**config.mk**
```make
export PLATFORM = sky130hd
export DESIGN_NAME = qspi_cmd_engine
export DESIGN_NICKNAME = d
export VERILOG_FILES = /design/src/rtl/qspi_cmd_pkg.sv /design/src/rtl/qspi_clk_div.sv /design/src/rtl/qspi_shifter.sv /design/src/rtl/qspi_frame_ctl.sv /design/src/rtl/qspi_cmd_engine.sv
export SDC_FILE = /design/constraint.sdc
export NUM_CORES = 1
export LEC_CHECK = 0
export ABC_AREA = 1
export BUFFER_PORTS_ARGS = -buffer_cell sky130_fd_sc_hd__buf_2
export CAP_MARGIN = 0
export CORE_MARGIN = 2
export CORE_UTILIZATION = 40
export DETAILED_ROUTE_END_ITERATION = 6
export RECOVER_POWER = 50
export SLEW_MARGIN = 20
export SYNTH_ARGS = -nofsm -noshare
export SYNTH_HDL_FRONTEND = slang
export SYNTH_SLANG_ARGS = --single-unit
```
**constraint.sdc**
```tcl
create_clock -name clk_i -period 5.7 [get_ports clk_i]
set_clock_uncertainty 0.05 [all_clocks]
set_input_delay 0.285 -clock clk_i [delete_from_list [all_inputs] [get_ports clk_i]]
set_output_delay 0.285 -clock clk_i [all_outputs]
set_load 0.02 [all_outputs]
```
**src/rtl/qspi_cmd_pkg.sv**
```systemverilog
package qspi_cmd_pkg;
  typedef enum logic [2:0] {
    A_CLK  = 3'd0,
    A_DEV  = 3'd1,
    A_CMD  = 3'd2,
    A_STAT = 3'd3,
    A_D0   = 3'd4,
    A_D1   = 3'd5,
    A_D2   = 3'd6,
    A_D3   = 3'd7
  } reg_addr_e;

  localparam int CLK_EN_BIT = 31;
  localparam int CS_LSB     = 28;
  localparam int LEN_LSB    = 19;
  localparam int PIN3_BIT   = 18;
  localparam int FN_LSB     = 16;

  localparam logic [1:0] FN_READ  = 2'b01;
  localparam logic [1:0] FN_WRITE = 2'b10;
  localparam logic [2:0] OP_END   = 3'b100;
endpackage

```
**src/rtl/qspi_clk_div.sv**
```systemverilog
module qspi_clk_div #(
  parameter int DIV_W = 16
) (
  input  logic             clk_i,
  input  logic             rst_ni,
  input  logic             run_i,
  input  logic             en_i,
  input  logic [DIV_W-1:0] div_i,
  output logic             tick_o
);
  logic [DIV_W-1:0] cnt_q;

  // one tick per SCLK half period
  assign tick_o = run_i && en_i && (cnt_q >= div_i);

  always_ff @(posedge clk_i or negedge rst_ni) begin
    if (!rst_ni)     cnt_q <= '0;
    else if (!run_i) cnt_q <= '0;
    else if (en_i)   cnt_q <= tick_o ? '0 : cnt_q + 1'b1;
  end
endmodule

```
**src/rtl/qspi_shifter.sv**
```systemverilog
module qspi_shifter #(
  parameter int W     = 128,
  parameter int LEN_W = 7
) (
  input  logic             clk_i,
  input  logic             rst_ni,
  input  logic             start_i,
  input  logic             tick_i,
  input  logic [LEN_W-1:0] len_m1_i,
  input  logic [W-1:0]     txd_i,
  input  logic             sdi_i,
  output logic             busy_o,
  output logic             half_o,
  output logic             done_o,
  output logic             sdo_o,
  output logic [W-1:0]     rxd_o
);
  logic             busy_q, half_q;
  logic [LEN_W-1:0] bitcnt_q;
  logic [W-1:0]     sh_q, rx_q;
  logic [LEN_W-1:0] shamt;

  assign shamt  = LEN_W'(W-1) - len_m1_i;
  assign busy_o = busy_q;
  assign half_o = half_q;
  assign sdo_o  = sh_q[W-1];
  assign rxd_o  = rx_q;
  assign done_o = busy_q && tick_i && half_q && (bitcnt_q == '0);

  always_ff @(posedge clk_i or negedge rst_ni) begin
    if (!rst_ni) begin
      busy_q   <= 1'b0;
      half_q   <= 1'b0;
      bitcnt_q <= '0;
      sh_q     <= '0;
      rx_q     <= '0;
    end else if (start_i) begin
      busy_q   <= 1'b1;
      half_q   <= 1'b0;
      bitcnt_q <= len_m1_i;
      sh_q     <= txd_i << shamt;  // word MSB to the top
      rx_q     <= '0;
    end else if (busy_q && tick_i) begin
      if (!half_q) begin
        half_q <= 1'b1;
        rx_q   <= {rx_q[W-2:0], sdi_i};
      end else begin
        half_q <= 1'b0;
        if (bitcnt_q == '0) begin
          busy_q <= 1'b0;
        end else begin
          bitcnt_q <= bitcnt_q - 1'b1;
          sh_q     <= {sh_q[W-2:0], 1'b0};
        end
      end
    end
  end

  AST_START_IDLE: assert property (@(posedge clk_i) disable iff (!rst_ni)
    start_i |-> !busy_q);
  AST_STALL_HOLD: assert property (@(posedge clk_i) disable iff (!rst_ni)
    (busy_q && !tick_i && !start_i) |=> ($stable(bitcnt_q) && $stable(half_q)));
  AST_DONE_IDLE: assert property (@(posedge clk_i) disable iff (!rst_ni)
    done_o |=> !busy_q);
endmodule

```
**src/rtl/qspi_frame_ctl.sv**
```systemverilog
module qspi_frame_ctl #(
  parameter int CS_W   = 2,
  parameter int FLEN_W = 12
) (
  input  logic              clk_i,
  input  logic              rst_ni,
  input  logic              start_i,
  input  logic              end_i,
  input  logic              done_i,
  input  logic [CS_W-1:0]   cs_i,
  input  logic [FLEN_W-1:0] flen_i,
  output logic              cs_act_o,
  output logic [CS_W-1:0]   cs_sel_o
);
  logic              cs_act_q;
  logic [CS_W-1:0]   cs_sel_q;
  logic [FLEN_W-1:0] flen_q, wcnt_q;
  logic [FLEN_W:0]   wcnt_inc;

  assign wcnt_inc = {1'b0, wcnt_q} + 1'b1;
  assign cs_act_o = cs_act_q;
  assign cs_sel_o = cs_sel_q;

  always_ff @(posedge clk_i or negedge rst_ni) begin
    if (!rst_ni) begin
      cs_act_q <= 1'b0;
      cs_sel_q <= '0;
      flen_q   <= '0;
      wcnt_q   <= '0;
    end else if (end_i) begin
      cs_act_q <= 1'b0;
      wcnt_q   <= '0;
    end else if (start_i) begin
      cs_act_q <= 1'b1;
      cs_sel_q <= cs_i;
      flen_q   <= flen_i;
    end else if (done_i) begin
      if (wcnt_inc >= {1'b0, flen_q}) begin
        cs_act_q <= 1'b0;
        wcnt_q   <= '0;
      end else begin
        wcnt_q <= wcnt_inc[FLEN_W-1:0];
      end
    end
  end

  AST_END_RELEASE: assert property (@(posedge clk_i) disable iff (!rst_ni)
    end_i |=> !cs_act_q);
  AST_START_SELECT: assert property (@(posedge clk_i) disable iff (!rst_ni)
    (start_i && !end_i) |=> (cs_act_q && cs_sel_q == $past(cs_i)));
endmodule

```
**src/rtl/qspi_cmd_engine.sv**
```systemverilog
module qspi_cmd_engine
  import qspi_cmd_pkg::*;
#(
  parameter int NUM_CS   = 4,
  parameter int DIV_W    = 16,
  parameter int FLEN_W   = 12,
  parameter int WORD_MAX = 128
) (
  input  logic              clk_i,
  input  logic              rst_ni,
  input  logic              reg_we_i,
  input  logic [2:0]        reg_addr_i,
  input  logic [31:0]       reg_wdata_i,
  output logic [31:0]       reg_rdata_o,
  output logic              sclk_o,
  output logic [NUM_CS-1:0] cs_o,
  output logic              sd0_o,
  output logic              sd0_oe_o,
  input  logic              sd0_i,
  input  logic              sd1_i
);
  localparam int LEN_W = $clog2(WORD_MAX);
  localparam int NREG  = WORD_MAX / 32;
  localparam int CS_W  = $clog2(NUM_CS);

  logic             clk_en_q;
  logic [DIV_W-1:0] div_q;
  logic [8*NUM_CS-1:0] dc_q;
  logic [31:0]      cmd_q;
  logic             wc_q, rd_q, pin3_q;
  logic [31:0]      data_q [NREG];
  logic [WORD_MAX-1:0] txd, rxd;

  logic busy, half, done, tick, sdi;
  logic cs_act;
  logic [CS_W-1:0] cs_sel;

  // command decode
  logic [1:0] fn;
  logic       is_rd, is_wr, is_end, cmd_we, cmd_acc, start;
  assign fn      = reg_wdata_i[FN_LSB +: 2];
  assign is_rd   = (fn == FN_READ);
  assign is_wr   = (fn == FN_WRITE);
  assign is_end  = (reg_wdata_i[FN_LSB +: 3] == OP_END);
  assign cmd_we  = reg_we_i && (reg_addr_i == A_CMD);
  assign cmd_acc = cmd_we && !busy && (is_rd || is_wr || is_end);
  assign start   = cmd_acc && (is_rd || is_wr);

  always_ff @(posedge clk_i or negedge rst_ni) begin
    if (!rst_ni) begin
      clk_en_q <= 1'b0;
      div_q    <= '0;
      dc_q     <= '0;
      cmd_q    <= '0;
      wc_q     <= 1'b0;
      rd_q     <= 1'b0;
      pin3_q   <= 1'b0;
    end else begin
      if (reg_we_i && reg_addr_i == A_CLK) begin
        clk_en_q <= reg_wdata_i[CLK_EN_BIT];
        div_q    <= reg_wdata_i[DIV_W-1:0];
      end
      if (reg_we_i && reg_addr_i == A_DEV) dc_q <= reg_wdata_i[8*NUM_CS-1:0];
      if (cmd_acc) begin
        cmd_q <= reg_wdata_i;
        wc_q  <= 1'b0;
      end else if (done) begin
        wc_q <= 1'b1;
      end
      if (start) begin
        rd_q   <= is_rd;
        pin3_q <= reg_wdata_i[PIN3_BIT];
      end
    end
  end

  for (genvar i = 0; i < NREG; i++) begin : g_data
    assign txd[i*32 +: 32] = data_q[i];
    always_ff @(posedge clk_i or negedge rst_ni) begin
      if (!rst_ni)                                    data_q[i] <= '0;
      else if (done && rd_q)                          data_q[i] <= rxd[i*32 +: 32];
      else if (reg_we_i && reg_addr_i == 3'(4 + i))   data_q[i] <= reg_wdata_i;
    end
  end

  qspi_clk_div #(.DIV_W(DIV_W)) u_div (
    .clk_i (clk_i), .rst_ni (rst_ni), .run_i (busy), .en_i (clk_en_q),
    .div_i (div_q), .tick_o (tick)
  );

  assign sdi = pin3_q ? sd0_i : sd1_i;

  qspi_shifter #(.W(WORD_MAX), .LEN_W(LEN_W)) u_shift (
    .clk_i (clk_i), .rst_ni (rst_ni), .start_i (start), .tick_i (tick),
    .len_m1_i (reg_wdata_i[LEN_LSB +: LEN_W]), .txd_i (txd), .sdi_i (sdi),
    .busy_o (busy), .half_o (half), .done_o (done), .sdo_o (sd0_o), .rxd_o (rxd)
  );

  qspi_frame_ctl #(.CS_W(CS_W), .FLEN_W(FLEN_W)) u_frame (
    .clk_i (clk_i), .rst_ni (rst_ni), .start_i (start), .end_i (cmd_acc && is_end),
    .done_i (done), .cs_i (reg_wdata_i[CS_LSB +: CS_W]),
    .flen_i (reg_wdata_i[FLEN_W-1:0]), .cs_act_o (cs_act), .cs_sel_o (cs_sel)
  );

  // per-device mode from the open chip select's byte
  logic [7:0] dev;
  logic       cpol, cpha;
  assign dev  = dc_q[cs_sel*8 +: 8];
  assign cpol = dev[0];
  assign cpha = dev[2];

  assign sclk_o   = cpol ^ (clk_en_q && busy && (cpha ? !half : half));
  assign sd0_oe_o = !(busy && rd_q && pin3_q);

  for (genvar i = 0; i < NUM_CS; i++) begin : g_cs
    assign cs_o[i] = (cs_act && cs_sel == CS_W'(i)) ? dc_q[8*i+1] : !dc_q[8*i+1];
  end

  always_comb begin
    reg_rdata_o = '0;
    case (reg_addr_i)
      A_CLK: begin
        reg_rdata_o[CLK_EN_BIT]  = clk_en_q;
        reg_rdata_o[DIV_W-1:0]   = div_q;
      end
      A_DEV:  reg_rdata_o[8*NUM_CS-1:0] = dc_q;
      A_CMD:  reg_rdata_o = cmd_q;
      A_STAT: reg_rdata_o[1:0] = {wc_q, busy};
      default: reg_rdata_o = data_q[reg_addr_i[1:0]];
    endcase
  end

  AST_WC_NOT_BUSY: assert property (@(posedge clk_i) disable iff (!rst_ni)
    wc_q |-> !busy);
  AST_CMD_HELD_BUSY: assert property (@(posedge clk_i) disable iff (!rst_ni)
    (busy && cmd_we) |=> $stable(cmd_q));
  AST_WRITE_DRIVES: assert property (@(posedge clk_i) disable iff (!rst_ni)
    (start && is_wr) |=> sd0_oe_o);
endmodule

```
# Word level (Yosys, flattened, before mapping)
# Index checks and enable logic that the tools add are counted.
# classes
n_lt_le_gt_ge	3
n_eq_ne	17
bitwise	3
muxes	52
n_reduce_logical	54
n_shift	2
add_sub_neg	4
# ops
cell	count
$mux 128	7
$mux 32	10
$shl 128x7->128	1
$bmux 32 s2	1
$pmux 14 s4	1
$mux 12	4
$mux 16	3
$pmux 15 s3	1
$shiftx 32x6->3	1
$mux 7	4
$logic_and 1x1->1	24
$mux 1	19
$reduce_bool 2->1	9
$add 16x1->16 const B	1
$ge 16x16->1	1
$eq 3x3->1 const B	5
$add 12x1->13 const B	1
$ge 13x12->1	1
$pmux 2 s4	1
$reduce_and 2->1	4
$logic_not 1->1	7
$logic_not 7->1	1
$sub 7x1->7 const B	1
$sub 7x7->7 const A	1
other kinds (17)	26
# word_totals
elab_cells	156
regBits	520

# Longest topological paths before layout
# logic_depth
ltp_word	8
depth_mapped	20
ltp_nobuf	18

# By module
# From an unflattened synthesis, not the netlist that was laid out.
# hier_totals
hier_cells	4873
hier_area_um2	33686.1
# modules_own_cells
module	area_each_um2	cells_each	n_inst
qspi_shifter	20004.2	3123	1
qspi_cmd_engine	10476.3	1316	1
qspi_frame_ctl	1667.8	201	1
qspi_clk_div	1537.7	233	1

# Worst setup path after synthesis
# No wires, ideal clock.
# synth_path
path_type	register to register
startpoint	register u_frame.wcnt_q[0]
endpoint	register u_frame.cs_act_q, in the netlist u_frame.cs_act_o
slack_ns	3.163
required_time_ns	5.524
setup_time_ns	0.126
synth_period_minus_slack_ns	2.537
path_stages_with_launch	18
arrival_ns	2.360
cell_sequence	dfrtp_1 > ha_1 > nand2_1 > nor2_1 > nand3_1 > nor2_1 > xnor2_1 > inv_1 > ha_1 > inv_1 > nor3_1 > nor3_1 > nor2_1 > nor2_1 > and3_1 > buf_2 > o21bai_1 > nand2_1
# synth_via
elab_chain_cells	4
# synth_lines
item	line	rtl
from (decl)	qspi_frame_ctl.sv:17	logic [FLEN_W-1:0] flen_q, wcnt_q;
from (signal assigned)	qspi_frame_ctl.sv:42	wcnt_q <= wcnt_inc[FLEN_W-1:0];
$add 12x1->13	qspi_frame_ctl.sv:20	assign wcnt_inc = {1'b0, wcnt_q} + 1'b1;
$ge 13x12->1	qspi_frame_ctl.sv:38	if (wcnt_inc >= {1'b0, flen_q}) begin
$reduce_bool 3->1 (no source line)	n/a	
$reduce_and 2->1 (no source line)	n/a	
to (signal assigned)	qspi_frame_ctl.sv:26	cs_act_q <= 1'b0;
to (signal assigned)	qspi_frame_ctl.sv:31	cs_act_q <= 1'b0;
to (signal assigned)	qspi_frame_ctl.sv:39	cs_act_q <= 1'b0;
to (decl)	qspi_frame_ctl.sv:15	logic cs_act_q;
# Every way passes these cells.
# A chain may end at the register's enable or synchronous reset.

# Final worst setup path
# layout_path
startpoint	input reg_addr_i[2]
endpoint	output reg_rdata_o[13]
# layout_via
elab_chain_cells	2
# layout_lines
item	line	rtl
from (decl)	qspi_cmd_engine.sv:12	input logic [2:0] reg_addr_i,
$eq 3x2->1, or another cell as far along	qspi_cmd_engine.sv:121	case (reg_addr_i)
$pmux 14 s4 (*)	qspi_cmd_engine.sv:121	
to (decl)	qspi_cmd_engine.sv:14	output logic [31:0] reg_rdata_o,
# Every way passes the cells marked *; elsewhere a longest branch is shown, timed or not.

==> summary by stage <==
Yosys
The combined area of all synthesized cells is 33300 um^2. Of the synthesized area, sequential elements account for 0.390. The area share of the largest cell type after synthesis is 0.390. The synthesized netlist net count is approximately 4.9k.

The average size of a mapped cell is just under 7 um^2. The library cell with the largest summed area after synthesis is sky130_fd_sc_hd__dfrtp_1. The number of warning messages in the yosys log is 0. Counting flops with a built-in enable in the synthesized netlist gives 0. Counting flops and latches in the post-synthesis netlist gives 520. Counting distinct cell types in the post-synthesis netlist gives 50. In the synthesized netlist, the number of instances is 4795. The prevailing post-synth register cell is sky130_fd_sc_hd__dfrtp_1. The async set or reset register ratio after synthesis is 1.00. After synthesis, the cell types taking the most area are sky130_fd_sc_hd__dfrtp_1, sky130_fd_sc_hd__nand3_1, sky130_fd_sc_hd__nand2_1.

Worst setup path
The destination of the worst register-to-register timing path is data_q[92]. The capturing element type of the critical path is a primary output. The logic depth of the worst register-to-register path is 14. The type of element launching the critical path is a primary input.

The maximum fanout along the worst path is around 40. Across all register-to-register paths, the minimum setup slack is roughly 2000 ps. In this run the critical register-to-register path is launched from u_div.cnt_q[14]. The kind of critical path is in2out.

The signal arrival time at the worst endpoint is between 3000 and 4000 ps. The critical path ends at reg_rdata_o[13]. The first element of the critical path is reg_addr_i[2]. At the worst endpoint, the required time is roughly 5400 ps.

Global route
The sum of overflow across all layers after global routing is 0. The first global-routing pass estimated slightly above 200000 um of wire. The initial antenna violation count came to 5. Entering global routing, the biggest net connects roughly 170 pins. The via count of the first global-routing pass was roughly 32k. The global router's overall resource usage is 0.313.

Power
The worst vdd rail ir drop is about 0.00028 V. Summed over all cells, the static leakage comes to approximately 17 nW. The power per unit of standard cell area is around 370 nW/um^2.

Flow run
The number of max-capacitance violations reported is 3.

Routing
The first-pass iteration count of the detailed router is 6. After detailed routing, the number of vias per cell comes to slightly above 6. Wires add up to roughly 140000 um.

Once detail routing completed, the nets flagged for antenna violations numbered 0. The number of DRC violations after detailed routing is 0. For this block, the initial DRC count from the detailed router was about 5.3k. The total via count after detailed routing is about 35k. The detailed-route wire length per cell is between 20 and 25 um.

CTS
Clock tree synthesis found a total of between 500 and 600 sinks. After clock tree synthesis, the setup repair step added 0 buffers. The later pin in the worst-skew pair is clocked with a latency of between 600 and 700 ps. After clock tree synthesis, the clock-pin slew on the worst setup and hold paths is 60 ps. No sink is reached through more buffers than the 3 on the longest clock path.

TritonCTS built the clock tree. After clock tree synthesis, the repair step resized 0 gates. Buffers inserted during clock tree synthesis total approximately 60. The H-tree was split into 2 levels. The root cell of the clock tree is sky130_fd_sc_hd__clkbuf_16.

STA
The share of the clock period used by the worst path is 0.738. The worst slew margin relative to its limit is -0.733. The final count of hold timing violations is 0. At the pin with the least slew margin, the transition time is 2600 ps. For this run, the top clock speed supported by timing is about 240 MHz. The total negative setup slack is 0 ps. The minimum clock period is 4210 ps. Setup repair after global routing left no endpoint under its margin. Setup violations remaining at the end of the flow were counted as 0. The worst setup slack after layout is around 1500 ps. The number of slew-limit violations in the final report came to 200.

Die
The chip height is around 290 um. The core region area is between 80000 and 90000 um^2. The number of placement rows is approximately 110. The die outline area is 85600 um^2.

The initial utilization of the core area, before any placement, comes to 0.405. The overall die width is about 290 um. Pin placement for this block handled 79 I/O pins.

Final layout
Leaving out fill and tap cells, the most frequent cells in the layout are sky130_fd_sc_hd__nand3_1, sky130_fd_sc_hd__nand2_1, sky130_fd_sc_hd__dfrtp_1. The antenna diode instance count is 0. After the last flow step, the layout net total stands at between 4k and 5k. The core utilization of the finished layout is 0.440. Leaving out fill and tap cells, the most frequent cell in the layout is sky130_fd_sc_hd__nand3_1. Counting the fill cells in the layout gives 8531. The layout cell share with drive strength beyond 1 is 0.0554.

The layout overhead on the synthesized area is 8.56%. The final cell count without fillers is between 5k and 6k.

Status
The checks that failed: max-capacitance violations, max-slew violations. The run finished, with violations left.

Placement
Port buffering added between 70 and 80 buffers. Routability-driven placement finished with a final weighted congestion of approximately 1.0. Detailed placement finished with a half-perimeter wire length of roughly 95000 um. The worst slack after detailed placement is between 1500 and 2000 ps. The cell count after placement is 5610.

Worst hold path
The tightest min-delay check is of the in2reg type.
## report_power, final
group	internal (W)	switching, W
logic	0.00124	0.00243
registers	0.00471	0.000910
clock network	0.00238	0.00171
## Yosys cell counts (all sizes together) (2+ instances only)
cell type,count
nand3,1649
nand2,1220
dfrtp,520
inv,312
o21ai,222
buf,219
clkbuf,155
o22ai,147
nor2,76
a22oi,35
a221oi,34
ha,33
nand4,28
o211ai,28
a21oi,25
xor2,19
a31oi,16
nor3,13
a22o,9
o31ai,4
o2111ai,3
or2,3
xnor2,3
a211oi,2
a21o,2
a32oi,2
a41oi,2
nor4,2
o21bai,2
o221ai,2
## state kept, by name (all words and copies together) (netlist names), 2 cells and up
register,cells
cmd_q,32
u_shift.sh_q,128
u_shift.rxd_o,128
dc_q,32
u_frame.wcnt_q,12
u_frame.flen_q,12
data_q,128
div_q,16
u_frame.cs_sel_o,2
u_shift.bitcnt_q,7
u_div.cnt_q,16
## stage by stage
stage,power [W],hold slack (ps),cell area (um^2)
floorplan,0.00784,-60.6,33300
global placement,0.00915,339,33800
detailed placement,0.00921,337,33800
CTS,0.0133,6.89,36200
global route,0.0141,47.0,36200
finish,0.0134,57.2,36200
## timing repair
action,in CTS,in global routing
setup endpoints to repair,0,0
endpoints found under the hold margin,208,0
hold buffers,28,0
## how the worst min path moves through the flow
stage,from,end,slack [ps],cells past startpoint
4_1_cts,reg_wdata_i[25],data_q[121],7,3
5_1_grt,reg_wdata_i[25],data_q[25],50,3
3_3_place_gp,rst_ni,u_div.cnt_q[12],340,1
3_5_place_dp,rst_ni,u_div.cnt_q[12],340,1
6_report,reg_wdata_i[25],data_q[25],60,3
2_1_floorplan,rst_ni,clk_en_q,-60,0
## logic make-up after synthesis
group / share of synthesized area
compound gates: 0.0986
xor+xnor: 0.00578
fa+ha+maj: 0.0124
buf+inv: 0.0880
flops: 0.390
mux: 0.000338
simple gates: 0.404
## cell type report
cell class | instances | area [um^2] | share of cell area
Timing Repair Buffer | 147 | 1120 | 0.0311
Tap cell | 1070 | 1340 | 0.0370
Clock buffer | 79 | 1670 | 0.0462
Sequential cell | 520 | 13000 | 0.360
Multi-Input combinational cell | 3588 | 17400 | 0.482
Clock inverter | 29 | 400 | 0.0111
Inverter | 313 | 1190 | 0.0328
## worst max-delay path, stage by stage
cell and delay, ps:
sky130_fd_sc_hd__clkbuf_1 1430, sky130_fd_sc_hd__nor2_1 780, sky130_fd_sc_hd__a221oi_1 710, sky130_fd_sc_hd__o21ai_0 380, sky130_fd_sc_hd__buf_2 270
## routing by layer
metal / vias to the layer above / part of all wire / GRT usage
met5: - / 0 / 0
met4: 0 / 0.061 / 0.167
met3: 353 / 0.10 / 0.0615
met2: 1943 / 0.43 / 0.459
met1: 16610 / 0.41 / 0.434
li1: 16158 / - / -
(Power assumes the default switching activity.)
